--- config.mk ---
export PLATFORM = sky130hd
export DESIGN_NAME = tkr_bus
export DESIGN_NICKNAME = d
export VERILOG_FILES = /design/src/rtl/tkr_pkg.sv /design/src/rtl/tkr_prescaler.sv /design/src/rtl/tkr_time_core.sv /design/src/rtl/tkr_reg_file.sv /design/src/rtl/tkr_bus.sv
export SDC_FILE = /design/constraint.sdc
export NUM_CORES = 1
export LEC_CHECK = 0
export BUFFER_PORTS_ARGS = -buffer_cell sky130_fd_sc_hd__buf_4
export CORE_ASPECT_RATIO = 0.9
export CORE_MARGIN = 10
export CORE_UTILIZATION = 35
export CTS_BUF_LIST = sky130_fd_sc_hd__clkbuf_2 sky130_fd_sc_hd__clkbuf_4 sky130_fd_sc_hd__clkbuf_8
export CTS_CLUSTER_DIAMETER = 50
export CTS_CLUSTER_SIZE = 30
export DETAILED_ROUTE_END_ITERATION = 16
export MAX_ROUTING_LAYER = met4
export SKIP_LAST_GASP = 1
export SLEW_MARGIN = 20
export SYNTH_ARGS = -nofsm -noshare
export SYNTH_HDL_FRONTEND = slang
export SYNTH_SLANG_ARGS = --single-unit
--- constraint.sdc ---
create_clock -name clk_i -period 8.8 [get_ports clk_i]
set_input_delay 1.76 -clock clk_i [delete_from_list [all_inputs] [get_ports clk_i]]
set_output_delay 1.76 -clock clk_i [all_outputs]
set_load 0.02 [all_outputs]
--- src/rtl/tkr_pkg.sv ---
package tkr_pkg;

  typedef struct packed {
    logic [5:0] cent;
    logic [7:0] yr;
    logic [4:0] mon;
    logic [5:0] date;
    logic [2:0] day;
    logic [5:0] hr;
    logic [6:0] min;
    logic [6:0] sec;
  } tk_time_t;

  typedef enum logic [2:0] {
    OFS_CTRL = 3'd0,
    OFS_SEC  = 3'd1,
    OFS_MIN  = 3'd2,
    OFS_HR   = 3'd3,
    OFS_DAY  = 3'd4,
    OFS_DATE = 3'd5,
    OFS_MON  = 3'd6,
    OFS_YR   = 3'd7
  } tk_ofs_e;

  localparam tk_time_t TK_RST_TIME = '{cent: 6'h20, yr: 8'h00, mon: 5'h01,
                                       date: 6'h01, day: 3'd1, hr: 6'h00,
                                       min: 7'h00, sec: 7'h00};

  function automatic logic [7:0] bcd_inc(input logic [7:0] v);
    if (v[3:0] >= 4'd9) return {v[7:4] + 4'd1, 4'd0};
    return v + 8'd1;
  endfunction

  function automatic logic [5:0] month_last(input logic [4:0] mon,
                                            input logic [7:0] yr,
                                            input logic [5:0] cent);
    int   y;
    int   c;
    logic leap;
    y    = int'(yr[7:4]) * 10 + int'(yr[3:0]);
    c    = int'(cent[5:4]) * 10 + int'(cent[3:0]);
    leap = ((y % 4) == 0) && ((y != 0) || ((c % 4) == 0));
    case (mon)
      5'h02:                      return leap ? 6'h29 : 6'h28;
      5'h04, 5'h06, 5'h09, 5'h11: return 6'h30;
      default:                    return 6'h31;
    endcase
  endfunction

endpackage

--- src/rtl/tkr_prescaler.sv ---
module tkr_prescaler #(
  parameter int PRE_W = 15
) (
  input  logic clk_i,
  input  logic rst_ni,
  input  logic run_i,
  input  logic clear_i,
  input  logic ft_en_i,
  output logic tick_o,
  output logic ftest_o
);
  // bit whose half period is 1/1024 s
  localparam int FT_BIT = (PRE_W >= 10) ? PRE_W - 10 : 0;

  logic [PRE_W-1:0] cnt_q;

  always_ff @(posedge clk_i or negedge rst_ni) begin
    if (!rst_ni)      cnt_q <= '0;
    else if (clear_i) cnt_q <= '0;
    else if (run_i)   cnt_q <= cnt_q + 1'b1;
  end

  assign tick_o  = run_i && !clear_i && (cnt_q == '1);
  assign ftest_o = ft_en_i && run_i && cnt_q[FT_BIT];

  a_r10_prescaler_held: assert property (@(posedge clk_i) disable iff (!rst_ni)
    (!$past(run_i) && !$past(clear_i)) |-> $stable(cnt_q));

endmodule

--- src/rtl/tkr_time_core.sv ---
module tkr_time_core
  import tkr_pkg::*;
(
  input  logic     clk_i,
  input  logic     rst_ni,
  input  logic     tick_i,
  input  logic     load_i,
  input  tk_time_t load_val_i,
  output tk_time_t live_o
);
  tk_time_t live_q, nxt;

  always_comb begin
    nxt = live_q;
    if (tick_i) begin
      if (live_q.sec != 7'h59) nxt.sec = 7'(bcd_inc({1'b0, live_q.sec}));
      else begin
        nxt.sec = 7'h00;
        if (live_q.min != 7'h59) nxt.min = 7'(bcd_inc({1'b0, live_q.min}));
        else begin
          nxt.min = 7'h00;
          if (live_q.hr != 6'h23) nxt.hr = 6'(bcd_inc({2'b0, live_q.hr}));
          else begin
            nxt.hr  = 6'h00;
            nxt.day = (live_q.day == 3'd7) ? 3'd1 : live_q.day + 3'd1;
            if (live_q.date != month_last(live_q.mon, live_q.yr, live_q.cent))
              nxt.date = 6'(bcd_inc({2'b0, live_q.date}));
            else begin
              nxt.date = 6'h01;
              if (live_q.mon != 5'h12) nxt.mon = 5'(bcd_inc({3'b0, live_q.mon}));
              else begin
                nxt.mon = 5'h01;
                if (live_q.yr != 8'h99) nxt.yr = bcd_inc(live_q.yr);
                else begin
                  nxt.yr   = 8'h00;
                  nxt.cent = (live_q.cent == 6'h39) ? 6'h00
                                                    : 6'(bcd_inc({2'b0, live_q.cent}));
                end
              end
            end
          end
        end
      end
    end
  end

  always_ff @(posedge clk_i or negedge rst_ni) begin
    if (!rst_ni)     live_q <= TK_RST_TIME;
    else if (load_i) live_q <= load_val_i;
    else             live_q <= nxt;
  end

  assign live_o = live_q;

  a_r6_load_exact: assert property (@(posedge clk_i) disable iff (!rst_ni)
    $past(load_i) |-> (live_q == $past(load_val_i)));

  a_r8_idle_no_change: assert property (@(posedge clk_i) disable iff (!rst_ni)
    (!$past(tick_i) && !$past(load_i)) |-> $stable(live_q));

  a_r8_sec_wrap: assert property (@(posedge clk_i) disable iff (!rst_ni)
    ($past(tick_i) && !$past(load_i) && $past(live_q.sec) == 7'h59)
      |-> (live_q.sec == 7'h00 && live_q.min != $past(live_q.min)));

endmodule

--- src/rtl/tkr_reg_file.sv ---
module tkr_reg_file
  import tkr_pkg::*;
(
  input  logic     clk_i,
  input  logic     rst_ni,
  input  logic     wr_en_i,
  input  tk_ofs_e  ofs_i,
  input  logic [7:0] wdata_i,
  input  logic     bat_flag_i,
  input  tk_time_t live_i,
  output logic [7:0] rdata_o,
  output logic     load_o,
  output tk_time_t load_val_o,
  output logic     osc_run_o,
  output logic     ft_en_o
);
  tk_time_t user_q, user_d;
  logic wr_hold_q, wr_hold_d;
  logic rd_hold_q, rd_hold_d;
  logic stop_q, stop_d;
  logic ft_q, ft_d;

  always_comb begin
    user_d    = user_q;
    wr_hold_d = wr_hold_q;
    rd_hold_d = rd_hold_q;
    stop_d    = stop_q;
    ft_d      = ft_q;
    if (!wr_hold_q && !rd_hold_q) user_d = live_i;
    if (wr_en_i) begin
      case (ofs_i)
        OFS_CTRL: begin
          wr_hold_d = wdata_i[7];
          rd_hold_d = wdata_i[6];
          if (wr_hold_q) user_d.cent = wdata_i[5:0];
        end
        OFS_SEC: begin
          stop_d = wdata_i[7];
          if (wr_hold_q) user_d.sec = wdata_i[6:0];
        end
        OFS_MIN:  if (wr_hold_q) user_d.min  = wdata_i[6:0];
        OFS_HR:   if (wr_hold_q) user_d.hr   = wdata_i[5:0];
        OFS_DAY: begin
          ft_d = wdata_i[6];
          if (wr_hold_q) user_d.day = wdata_i[2:0];
        end
        OFS_DATE: if (wr_hold_q) user_d.date = wdata_i[5:0];
        OFS_MON:  if (wr_hold_q) user_d.mon  = wdata_i[4:0];
        OFS_YR:   if (wr_hold_q) user_d.yr   = wdata_i;
        default: ;
      endcase
    end
  end

  always_ff @(posedge clk_i or negedge rst_ni) begin
    if (!rst_ni) begin
      user_q    <= TK_RST_TIME;
      wr_hold_q <= 1'b0;
      rd_hold_q <= 1'b0;
      stop_q    <= 1'b0;
      ft_q      <= 1'b0;
    end else begin
      user_q    <= user_d;
      wr_hold_q <= wr_hold_d;
      rd_hold_q <= rd_hold_d;
      stop_q    <= stop_d;
      ft_q      <= ft_d;
    end
  end

  // load sees the values written in the same clock that clears write-hold
  assign load_o     = wr_hold_q && !wr_hold_d;
  assign load_val_o = user_d;
  assign osc_run_o  = !stop_q;
  assign ft_en_o    = ft_q;

  always_comb begin
    case (ofs_i)
      OFS_CTRL: rdata_o = {wr_hold_q, rd_hold_q, user_q.cent};
      OFS_SEC:  rdata_o = {stop_q, user_q.sec};
      OFS_MIN:  rdata_o = {1'b0, user_q.min};
      OFS_HR:   rdata_o = {2'b0, user_q.hr};
      OFS_DAY:  rdata_o = {bat_flag_i, ft_q, 3'b0, user_q.day};
      OFS_DATE: rdata_o = {2'b0, user_q.date};
      OFS_MON:  rdata_o = {3'b0, user_q.mon};
      OFS_YR:   rdata_o = user_q.yr;
      default:  rdata_o = 8'h00;
    endcase
  end

  a_r7_snapshot_frozen: assert property (@(posedge clk_i) disable iff (!rst_ni)
    ($past(rd_hold_q) && !$past(wr_hold_q)) |-> $stable(user_q));

  a_r5_no_tracking: assert property (@(posedge clk_i) disable iff (!rst_ni)
    ($past(wr_hold_q) && !$past(wr_en_i)) |-> $stable(user_q));

endmodule

--- src/rtl/tkr_bus.sv ---
module tkr_bus
  import tkr_pkg::*;
#(
  parameter int ADDR_W = 13,
  parameter int PRE_W  = 15
) (
  input  logic              clk_i,
  input  logic              rst_ni,
  input  logic [ADDR_W-1:0] addr_i,
  input  logic [7:0]        data_i,
  input  logic              ce_ni,
  input  logic              oe_ni,
  input  logic              we_ni,
  input  logic              bat_flag_i,
  output logic [7:0]        data_o,
  output logic              data_oe_o,
  output logic              mem_sel_o,
  output logic              ftest_o
);
  localparam int WIN_LSB = 3;

  logic       in_win, sel, rd_cyc, wr_cyc;
  logic [7:0] rdata;
  logic       load, osc_run, ft_en, tick;
  tk_time_t   load_val, live;
  tk_ofs_e    ofs;

  assign in_win = &addr_i[ADDR_W-1:WIN_LSB];
  assign ofs    = tk_ofs_e'(addr_i[WIN_LSB-1:0]);
  assign sel    = !ce_ni;
  assign rd_cyc = sel && !oe_ni && we_ni && in_win;
  assign wr_cyc = sel && !we_ni && in_win;

  assign data_oe_o = rd_cyc;
  assign data_o    = rd_cyc ? rdata : 8'h00;
  assign mem_sel_o = sel && !in_win;

  tkr_reg_file u_regs (
    .clk_i      (clk_i),
    .rst_ni     (rst_ni),
    .wr_en_i    (wr_cyc),
    .ofs_i      (ofs),
    .wdata_i    (data_i),
    .bat_flag_i (bat_flag_i),
    .live_i     (live),
    .rdata_o    (rdata),
    .load_o     (load),
    .load_val_o (load_val),
    .osc_run_o  (osc_run),
    .ft_en_o    (ft_en)
  );

  tkr_prescaler #(.PRE_W(PRE_W)) u_pre (
    .clk_i   (clk_i),
    .rst_ni  (rst_ni),
    .run_i   (osc_run),
    .clear_i (load),
    .ft_en_i (ft_en),
    .tick_o  (tick),
    .ftest_o (ftest_o)
  );

  tkr_time_core u_core (
    .clk_i      (clk_i),
    .rst_ni     (rst_ni),
    .tick_i     (tick),
    .load_i     (load),
    .load_val_i (load_val),
    .live_o     (live)
  );

  a_r2_bus_exclusive: assert property (@(posedge clk_i) disable iff (!rst_ni)
    !(mem_sel_o && data_oe_o));

  a_r4_min_msb_zero: assert property (@(posedge clk_i) disable iff (!rst_ni)
    (data_oe_o && ofs == OFS_MIN) |-> !data_o[7]);

endmodule

==> impl_metrics.env, run 1 <==
export IMPL_yosysSeqAreaShare=0.379
export IMPL_p_leak_nw=4.00
export IMPL_postSynthCellCount=818
export IMPL_clock_sinks=115
export IMPL_placed_area_um2=8060
export IMPL_synth_area_leaders="dfrtp_1 35%, mux2i_1 7.5%, ha_1 6.7%, nor2_1 5.7%, a21oi_1 4.7%"
export IMPL_worstSetupEndpointType="output pin"
export IMPL_slew_headroom=0.343
export IMPL_routed_via_density=5.44
export IMPL_async_flop_share=1.00
export IMPL_io_pins=38
export IMPL_path_cells="buf_4 > nand4_1 > nor4_4 > nand3b_1 > inv_1 > o221a_2 > buf_4"
export IMPL_crit_type="in -> out"
export IMPL_slew_viol_final=0
export IMPL_gp_congestion=0.887
export IMPL_die_x_um=175
export IMPL_fillerInstances=2185
export IMPL_drt_iter0_drc=464
export IMPL_skew_ns=0.0176
export IMPL_outcome="finished clean"
export IMPL_drc=0
export IMPL_cts_tree="built"
export IMPL_drt_wirelength_per_cell_um=19.2
export IMPL_cts_buffers=17
export IMPL_die_area_um2=28100
export IMPL_max_stage_delay_ns=0.44
export IMPL_grt_max_degree=78
export IMPL_start_util=0.354
export IMPL_cpMostUsedCell="buf_4"
export IMPL_crit_family="simple AND/OR/NAND/NOR gates"
export IMPL_grt_pass1_wl_um=35100
export IMPL_syn2layout_area_growth_pct=10.6
export IMPL_rsz0062_at_grt="no"
export IMPL_finalSetupViolations=0
export IMPL_ys_types=80
export IMPL_clkTransAtPathRegs_ns=0.07
export IMPL_numPortBuffers=37
export IMPL_cts_root_buf="clkbuf_8"
export IMPL_drt_wl_total_um=21800
export IMPL_yosysTopAreaCellShare=0.352
export IMPL_synth_avg_cell_area_um2=9.31
export IMPL_final_common_cell="nor2_1"
export IMPL_most_common_layout_cells="113 x nor2_1, 107 x dfrtp_1, 72 x a21oi_1, 57 x nand2_1, 57 x mux2i_1"
export IMPL_ys_warn_count=0
export IMPL_post_cts_setup_buffers=0
export IMPL_yosys_area_top_type="dfrtp_1"
export IMPL_worstPathRequired_ns=7.04
export IMPL_finalHoldViolations=0
export IMPL_h_tree_depth=4
export IMPL_grt_ovfl_total=0
export IMPL_power_density_nw_per_um2=129
export IMPL_clock_latency_ns=0.46
export IMPL_dp_hpwl_um=15600
export IMPL_fin_crit_sh=0.582
export IMPL_synth_edf_count=0
export IMPL_drt_pass1_iter_count=5
export IMPL_grtUsageTotal=0.162
export IMPL_vias=6189
export IMPL_worstPathArrival_ns=3.36
export IMPL_syn_nets=888
export IMPL_fin_nets=903
export IMPL_max_cap_viol_count=0
export IMPL_hold_class="reg -> reg"
export IMPL_fp_dieH_um=160
export IMPL_worstSetupStartpointType="input pin"
export IMPL_fin_crit_ns=5.12
export IMPL_cp_max_fo=8
export IMPL_ys_ff_latch=115
export IMPL_tightest_slew_ns=0.982
export IMPL_hold_buffers=0
export IMPL_rows=51
export IMPL_post_cts_resized=0
export IMPL_vdd_drop_max_mv=0.0849
export IMPL_synthFlopType="dfrtp_1"
export IMPL_path_buf_inv=3
export IMPL_drive_gt1_frac=0.163
export IMPL_fmax_mhz=195
export IMPL_final_area_um2=8420
export IMPL_cts_buffer_depth=2
export IMPL_core_um2=21500
export IMPL_antenna_found_initial=2
export IMPL_setup_tns_ns=0
export IMPL_first_global_vias=6151
export IMPL_syn_area_um2=7610
export IMPL_cpMaxStageDelayCell="nand3b_1"
export IMPL_final_antenna_net_count=0
==> kinds of logic after synthesis <==
| family | count (synthesis) | share of synthesized area |
|---|---|---|
| multiplexers | 89 | 0.130 |
| adder cells (fa/ha/maj) | 43 | 0.0726 |
| buffers and inverters | 79 | 0.0477 |
| AND/OR/NAND/NOR | 294 | 0.201 |
| flip-flops | 115 | 0.379 |
| AO/OA/AOI/OAI | 179 | 0.147 |
| XOR/XNOR | 19 | 0.0219 |
==> power breakdown <==
part	switching, mW	total (mW)	internal [mW]
registers	0.0211	0.565	0.543
clock network	0.220	0.445	0.225
logic	0.0459	0.0776	0.0317
total	0.287	1.09	0.800
==> cells in the mapped netlist (all sizes together), types with 5 or more instances <==
library cell and instances:
and2 7, xor2 12, o21a 12, a21oi 73
and4b 5, buf 22, a21o 9, ha 41
and3 8, nor2 116, nor3 13, inv 32
nor2b 6, mux4 5, dfrtp 107, xnor2 7
nand3 29, o21ai 32, or3 8, dfstp 8
nand4 14, mux2 27, mux2i 57, o211ai 5
clkbuf 23, a31oi 10, nand2 57
==> state kept, by name (all words and copies together), names as in the netlist <==
name,flops
u_pre.cnt_q,15
u_regs.wr_hold_q,1
u_regs.rd_hold_q,1
u_regs.user_q,48
u_regs.stop_q,1
u_regs.ft_en_o,1
u_core.live_o,48
==> path summary, 6_finish.rpt <==
path | start | to | slack (ns) | cells after the start
setup / recovery | addr_i[5] | data_o[0] | 3.68 | 7
hold / removal | u_core.live_o[47] | u_core.live_o[47] | 0.50 | 2
setup reg to reg | u_core.live_o[39] | u_core.live_o[38] | 5.07 | 10
hold reg to reg | u_core.live_o[47] | u_core.live_o[47] | 0.50 | 2
max in group asynchronous | rst_ni | u_regs.user_q[43] | 6.40 | 2
min in group asynchronous | rst_ni | u_pre.cnt_q[7] | 1.28 | 1
==> worst register-to-register path, stage by stage, from the launching register on <==
cell	delay [ns]
dfrtp_1	0.48
ha_1	0.34
ha_1	0.22
fa_1	0.44
nor4b_1	0.39
o211ai_1	0.17
o21ai_0	0.22
o2bb2ai_2	0.27
nor3b_2	0.46
mux2_2	0.38
mux2_2	0.25
==> routing by layer <==
metal	part of all wire	vias up	track usage	wire length (um)
li1	-	2956	-	-
met1	0.49	3050	0.217	10600
met2	0.45	158	0.238	9840
met3	0.047	25	0.0344	1040
met4	0.015	0	0.0578	333
met5	0	-	-	0
==> layout make-up <==
| type | count | area, um2 | share of cell area |
|---|---|---|---|
| clock buffers | 24 | 305 | 0.0363 |
| multi-input cells | 624 | 4380 | 0.520 |
| well taps | 291 | 364 | 0.0432 |
| clock inverters | 7 | 37.5 | 0.00446 |
| inverters | 34 | 128 | 0.0152 |
| diodes | 2 | 5.00 | 0.000594 |
| repair buffers | 41 | 312 | 0.0370 |
| flip-flops and latches | 115 | 2890 | 0.343 |
==> metrics by stage <==
step | setup slack [ns] | power, mW | hold WS [ns] | cells | utilization
detailed placement | 3.62 | 0.652 | 0.494 | 1105 | 0.375
floorplan | 3.92 | 0.614 | 0.469 | 818 | -
finish | 3.68 | 1.09 | 0.501 | 1138 | 0.392
global placement | 3.68 | 0.650 | 0.488 | 1105 | 0.375
CTS | 3.60 | 1.10 | 0.504 | 1136 | 0.391
global route | 3.46 | 1.13 | 0.544 | 1138 | 0.392
(Power assumes the default switching activity.)
==> inputs of run 2 (changes only) <==
==> constraint.sdc (replaced) <==
create_clock -name clk_i -period 5.1 [get_ports clk_i]
set_input_delay 1.02 -clock clk_i [delete_from_list [all_inputs] [get_ports clk_i]]
set_output_delay 1.02 -clock clk_i [all_outputs]
set_load 0.02 [all_outputs]
==> run 2 against run 1 <==
Net effect: utilization is 0.33 points higher; first-iteration DRC count is 0.22% higher; non-clock buffer count is 2 higher; hold slack hardly changed; sequential share of layout area is 0.28 points lower; register-to-register slack worse by 3.6 ns; sequential cell count stayed put; critical path depth is 1 lower; die area stayed put; clock-buffer cell count is 3 lower; critical path type unchanged; largest power group unchanged; highest routed layer unchanged.
==> impl_metrics.env, run 2 (synthesis gave the netlist of run 1 again) <==
export IMPL_outcome="finished clean"
export IMPL_power_density_nw_per_um2=235
export IMPL_vdd_drop_max_mv=0.138
export IMPL_rrSetupSlack_ns=1.48
export IMPL_rsz0062_at_grt="no"
export IMPL_drc=0
export IMPL_hold_class="in -> async"
export IMPL_first_global_vias=5818
export IMPL_r2r_cells=10
export IMPL_tightest_slew_ns=0.977
export IMPL_die_x_um=175
export IMPL_antenna_found_initial=0
export IMPL_h_tree_depth=4
export IMPL_drt_iter0_drc=465
export IMPL_worstSetupEndpointType="output pin"
export IMPL_setup_tns_ns=0
export IMPL_crit_type="in -> out"
export IMPL_skew_ns=0.0156
export IMPL_cp_startpoint="addr_i[5]"
export IMPL_worstPathRequired_ns=4.08
export IMPL_cts_buffers=17
export IMPL_drt_wirelength_per_cell_um=19.0
export IMPL_swShare=0.249
export IMPL_io_pins=38
export IMPL_core_um2=21500
export IMPL_slew_headroom=0.346
export IMPL_finalHoldViolations=0
export IMPL_cts_buffer_depth=2
export IMPL_clock_sinks=115
export IMPL_start_util=0.354
export IMPL_reg2reg_from="u_core.live_o[39]"
export IMPL_reg2reg_to="u_core.live_o[38]"
export IMPL_p_leak_nw=4.04
export IMPL_cp_max_fo=8
export IMPL_p_sw_mw=0.498
export IMPL_clkTransAtPathRegs_ns=0.07
export IMPL_worstSetupStartpointType="input pin"
export IMPL_rows=51
export IMPL_drt_pass1_iter_count=5
export IMPL_numPortBuffers=37
export IMPL_p_comb_frac=0.066
export IMPL_sequentialPowerShare=0.488
export IMPL_fmax_mhz=275
export IMPL_p_int_mw=1.50
export IMPL_drt_wl_total_um=21600
export IMPL_final_cells=1139
export IMPL_slew_viol_final=0
export IMPL_grt_max_degree=46
export IMPL_grt_pass1_wl_um=33800
export IMPL_fin_crit_sh=0.712
export IMPL_routed_via_density=5.36
export IMPL_clock_latency_ns=0.46
export IMPL_fin_nets=905
export IMPL_fin_crit_ns=3.63
export IMPL_grt_ovfl_total=0
export IMPL_cts_root_buf="clkbuf_8"
export IMPL_diodes=0
export IMPL_fp_dieH_um=160
export IMPL_hold_buffers=0
export IMPL_max_cap_viol_count=0
export IMPL_die_area_um2=28100
export IMPL_cts_tree="built"
export IMPL_final_antenna_net_count=0
export IMPL_final_common_cell="nor2_1"
export IMPL_grtUsageTotal=0.158
export IMPL_worstPathArrival_ns=2.61
export IMPL_whs_ns=0.500
export IMPL_gp_congestion=0.921
export IMPL_dp_hpwl_um=15600
export IMPL_finalSetupViolations=0
export IMPL_clkPwrFrac=0.446
export IMPL_syn2layout_area_growth_pct=11.6
export IMPL_drive_gt1_frac=0.166
export IMPL_dp_cells=1107
export IMPL_post_cts_setup_buffers=0
export IMPL_most_common_layout_cells="113 x nor2_1, 107 x dfrtp_1, 72 x a21oi_1, 57 x nand2_1, 57 x mux2i_1"
export IMPL_vias=6105
export IMPL_post_cts_resized=0
## run 2: worst max-delay path, stage by stage
cell and delay (ns):
buf_4 0.07, nand4_1 0.16, nor4_4 0.41, nand3b_1 0.41
nor2_1 0.34, buf_4 0.20
## run 2: power groups by stage
stage / Combinational (mW) / Clock, mW / Sequential (mW)
floorplan: 0.0758 / 0 / 0.983
global placement: 0.132 / 0 / 0.990
detailed placement: 0.134 / 0 / 0.990
CTS: 0.134 / 0.908 / 0.975
global route: 0.148 / 0.946 / 0.978
finish: 0.132 / 0.891 / 0.975
## run 2: final cells by class
cell class / count / area, um2
fill: 2168 / 13000
multi-input combinational: 624 / 4380
sequential: 115 / 2890
tap: 291 / 364
timing repair buffer: 43 / 323
clock buffer: 21 / 270
clock inverter: 11 / 136
inverter: 34 / 128
## run 2: worst max-delay path by stage
stage / end
after CTS: data_o[7]
after global routing: u_core.live_o[34]
after floorplan: data_o[3]
final: data_o[7]
after detailed placement: data_o[7]
after global placement: data_o[6]
## run 2: metal layers
metal  global-route usage  part of all wire  up-vias
li1                     -                 -     2959
met1                0.216              0.48     2934
met2                0.231              0.44      182
met3               0.0269             0.058       30
met4               0.0528             0.019        0
met5                    -                 0        -
## run 2: stage by stage
stage,power (mW),util,cell area (um2),setup WS (ns)
CTS,2.02,0.395,8490,1.45
global route,2.07,0.395,8490,1.27
floorplan,1.06,-,7610,1.70
global placement,1.12,0.376,8080,1.48
finish,2.00,0.395,8490,1.47
detailed placement,1.12,0.376,8080,1.45
==> inputs of run 3 (changes only) <==
--- a/config.mk
+++ b/config.mk
@@ -5,6 +5,7 @@
 export SDC_FILE = /design/constraint.sdc
 export NUM_CORES = 1
 export LEC_CHECK = 0
+export ABC_AREA = 1
 export BUFFER_PORTS_ARGS = -buffer_cell sky130_fd_sc_hd__buf_4
 export CORE_ASPECT_RATIO = 0.9
 export CORE_MARGIN = 10
==> constraint.sdc (replaced) <==
create_clock -name clk_i -period 3.2 [get_ports clk_i]
set_input_delay 0.64 -clock clk_i [delete_from_list [all_inputs] [get_ports clk_i]]
set_output_delay 0.64 -clock clk_i [all_outputs]
set_load 0.02 [all_outputs]
==> run 3 against run 2 <==
Net effect: combinational power grew to 3.2 times the previous value; design area up 7.8%; power increased by 76%; synthesized cell count is 36% higher; wire length grew 17%; non-clock buffer count increased by 23; area after synthesis rose by 4.9%; final cell count up 29%; sequential share of layout area is 2.5 points lower; hold slack worse by 0.25 ns; via count increased by 27%; critical endpoint is now data_o[4].
==> impl_metrics.env, run 3 <==
export IMPL_cts_tree="built"
export IMPL_dp_cells=1444
export IMPL_crit_family="buffers and inverters"
export IMPL_slew_headroom=0.497
export IMPL_ys_warn_count=0
export IMPL_grtUsageTotal=0.181
export IMPL_vias=7740
export IMPL_drive_gt1_frac=0.121
export IMPL_die_x_um=179
export IMPL_clock_latency_ns=0.46
export IMPL_syn_area_um2=7990
export IMPL_cts_buffers=17
export IMPL_rrSetupSlack_ns=0.33
export IMPL_yosys_area_top_type="dfrtp_1"
export IMPL_ys_top_cells_by_count="309 x nand2_1, 145 x inv_1, 116 x o21ai_0"
export IMPL_synth_edf_count=0
export IMPL_fp_dieH_um=163
export IMPL_p_leak_nw=4.65
export IMPL_met1_usage=0.250
export IMPL_gp_congestion=0.939
export IMPL_max_stage_delay_ns=0.58
export IMPL_utilization=0.408
export IMPL_dp_hpwl_um=18700
export IMPL_grtUsageMet3=0.0309
export IMPL_cp_max_fo=9
export IMPL_diodes=0
export IMPL_worstPathRequired_ns=2.56
export IMPL_core_um2=22400
export IMPL_grt_use_met2=0.266
export IMPL_fin_crit_ns=2.94
export IMPL_post_cts_setup_buffers=0
export IMPL_synthFlopType="dfrtp_1"
export IMPL_routed_via_density=5.25
export IMPL_fin_crit_sh=0.918
export IMPL_hold_class="in -> async"
export IMPL_synth_avg_cell_area_um2=7.18
export IMPL_yosysMostFrequentCell="nand2_1"
export IMPL_postSynthCellCount=1112
export IMPL_final_antenna_net_count=0
export IMPL_drt_iter0_drc=766
export IMPL_worstSetupEndpointType="output pin"
export IMPL_worstSetupStartpointType="input pin"
export IMPL_max_cap_viol_count=0
export IMPL_rows=52
export IMPL_drt_pass1_iter_count=6
export IMPL_clkTransAtPathRegs_ns=0.08
export IMPL_worstPathArrival_ns=2.30
export IMPL_setup_tns_ns=0
export IMPL_ys_ff_latch=115
export IMPL_finalHoldViolations=0
export IMPL_h_tree_depth=4
export IMPL_cpMostUsedCell="buf_4"
export IMPL_first_global_vias=7287
export IMPL_most_common_layout_cells="309 x nand2_1, 145 x inv_1, 116 x o21ai_0, 107 x dfrtp_1, 73 x nor2_1"
export IMPL_cpMaxStageDelayCell="a2111oi_0"
export IMPL_final_common_cell="nand2_1"
export IMPL_skew_ns=0.0137
export IMPL_numPortBuffers=37
export IMPL_crit_type="in -> out"
export IMPL_path_cells="buf_4 > inv_2 > nand3_1 > inv_1 > a2111oi_0 > buf_4 > nor2_1 > buf_4"
export IMPL_ys_types=55
export IMPL_hold_buffers=0
export IMPL_slew_viol_final=0
export IMPL_async_flop_share=1.00
export IMPL_grt_ovfl_total=0
export IMPL_grt_max_degree=116
export IMPL_die_area_um2=29300
export IMPL_rsz0062_at_grt="no"
export IMPL_drt_wirelength_per_cell_um=17.1
export IMPL_start_util=0.356
export IMPL_vdd_drop_max_mv=0.179
export IMPL_antenna_found_initial=0
export IMPL_cts_root_buf="clkbuf_8"
export IMPL_grt_busiest_layer="met2"
export IMPL_power_density_nw_per_um2=383
export IMPL_drt_wl_total_um=25300
export IMPL_clock_sinks=115
export IMPL_io_pins=38
export IMPL_cts_buffer_depth=2
export IMPL_fin_nets=1236
export IMPL_yosysTopAreaCellShare=0.335
export IMPL_post_cts_resized=0
export IMPL_grt_pass1_wl_um=40200
export IMPL_syn2layout_area_growth_pct=14.6
export IMPL_yosysSeqAreaShare=0.362
export IMPL_path_buf_inv=5
export IMPL_tightest_slew_ns=0.751
export IMPL_synth_area_leaders="dfrtp_1 34%, nand2_1 15%, o21ai_0 7.3%, inv_1 6.8%, ha_1 6.4%"
export IMPL_drc=0
export IMPL_outcome="finished clean"
export IMPL_path_depth=8
export IMPL_fillerInstances=2343
export IMPL_p_total_mw=3.51
export IMPL_final_cells=1474
export IMPL_r2r_cells=14
export IMPL_fmax_mhz=340
export IMPL_syn_nets=1182
export IMPL_finalSetupViolations=0
[run 3: cell families (layout without fill, tap and decap cells)]
| family | Yosys count | count (layout) | share of synthesized area |
|---|---|---|---|
| AND/OR/NAND/NOR | 514 | 514 | 0.284 |
| AO/OA/AOI/OAI | 224 | 224 | 0.159 |
| buffers and inverters | 185 | 250 | 0.0907 |
| flip-flops | 115 | 115 | 0.362 |
| adder cells (fa/ha/maj) | 43 | 43 | 0.0692 |
| XOR/XNOR | 21 | 21 | 0.0230 |
| multiplexers | 10 | 10 | 0.0128 |
[run 3: report_power, final]
group | switching [mW] | internal, mW
clock network | 0.637 | 0.818
registers | 0.0899 | 1.54
logic | 0.272 | 0.151
[run 3: worst paths after layout]
path                              startpoint           endpoint
max reg2reg                u_core.live_o[39]  u_core.live_o[39]
max                                addr_i[1]          data_o[4]
max in group asynchronous             rst_ni  u_regs.user_q[31]
min in group clk_i                 data_i[6]   u_regs.user_q[6]
min reg2reg                u_core.live_o[47]  u_core.live_o[47]
min                                   rst_ni     u_pre.cnt_q[4]
[run 3: layer usage]
metal	wire length [um]	vias up
met2	11200	245
met5	0	-
met1	12000	3701
met4	448	0
li1	-	3763
met3	1640	31
[run 3: stage by stage]
stage / hold slack, ns / worst slack [ns] / instance area (um2)
floorplan: 0.344 / 0.112 / 7990
global placement: 0.492 / 0.286 / 8740
detailed placement: 0.496 / 0.320 / 8740
CTS: 0.290 / 0.298 / 9150
global route: 0.283 / 0.0263 / 9150
finish: 0.248 / 0.261 / 9150
[run 3: cell type report]
class | count | area (um2) | area share
clock inverters | 9 | 131 | 0.0144
clock buffers | 21 | 277 | 0.0302
multi-input cells | 812 | 4380 | 0.479
inverters | 154 | 582 | 0.0636
well taps | 297 | 372 | 0.0406
flip-flops and latches | 115 | 2890 | 0.316
repair buffers | 66 | 520 | 0.0569
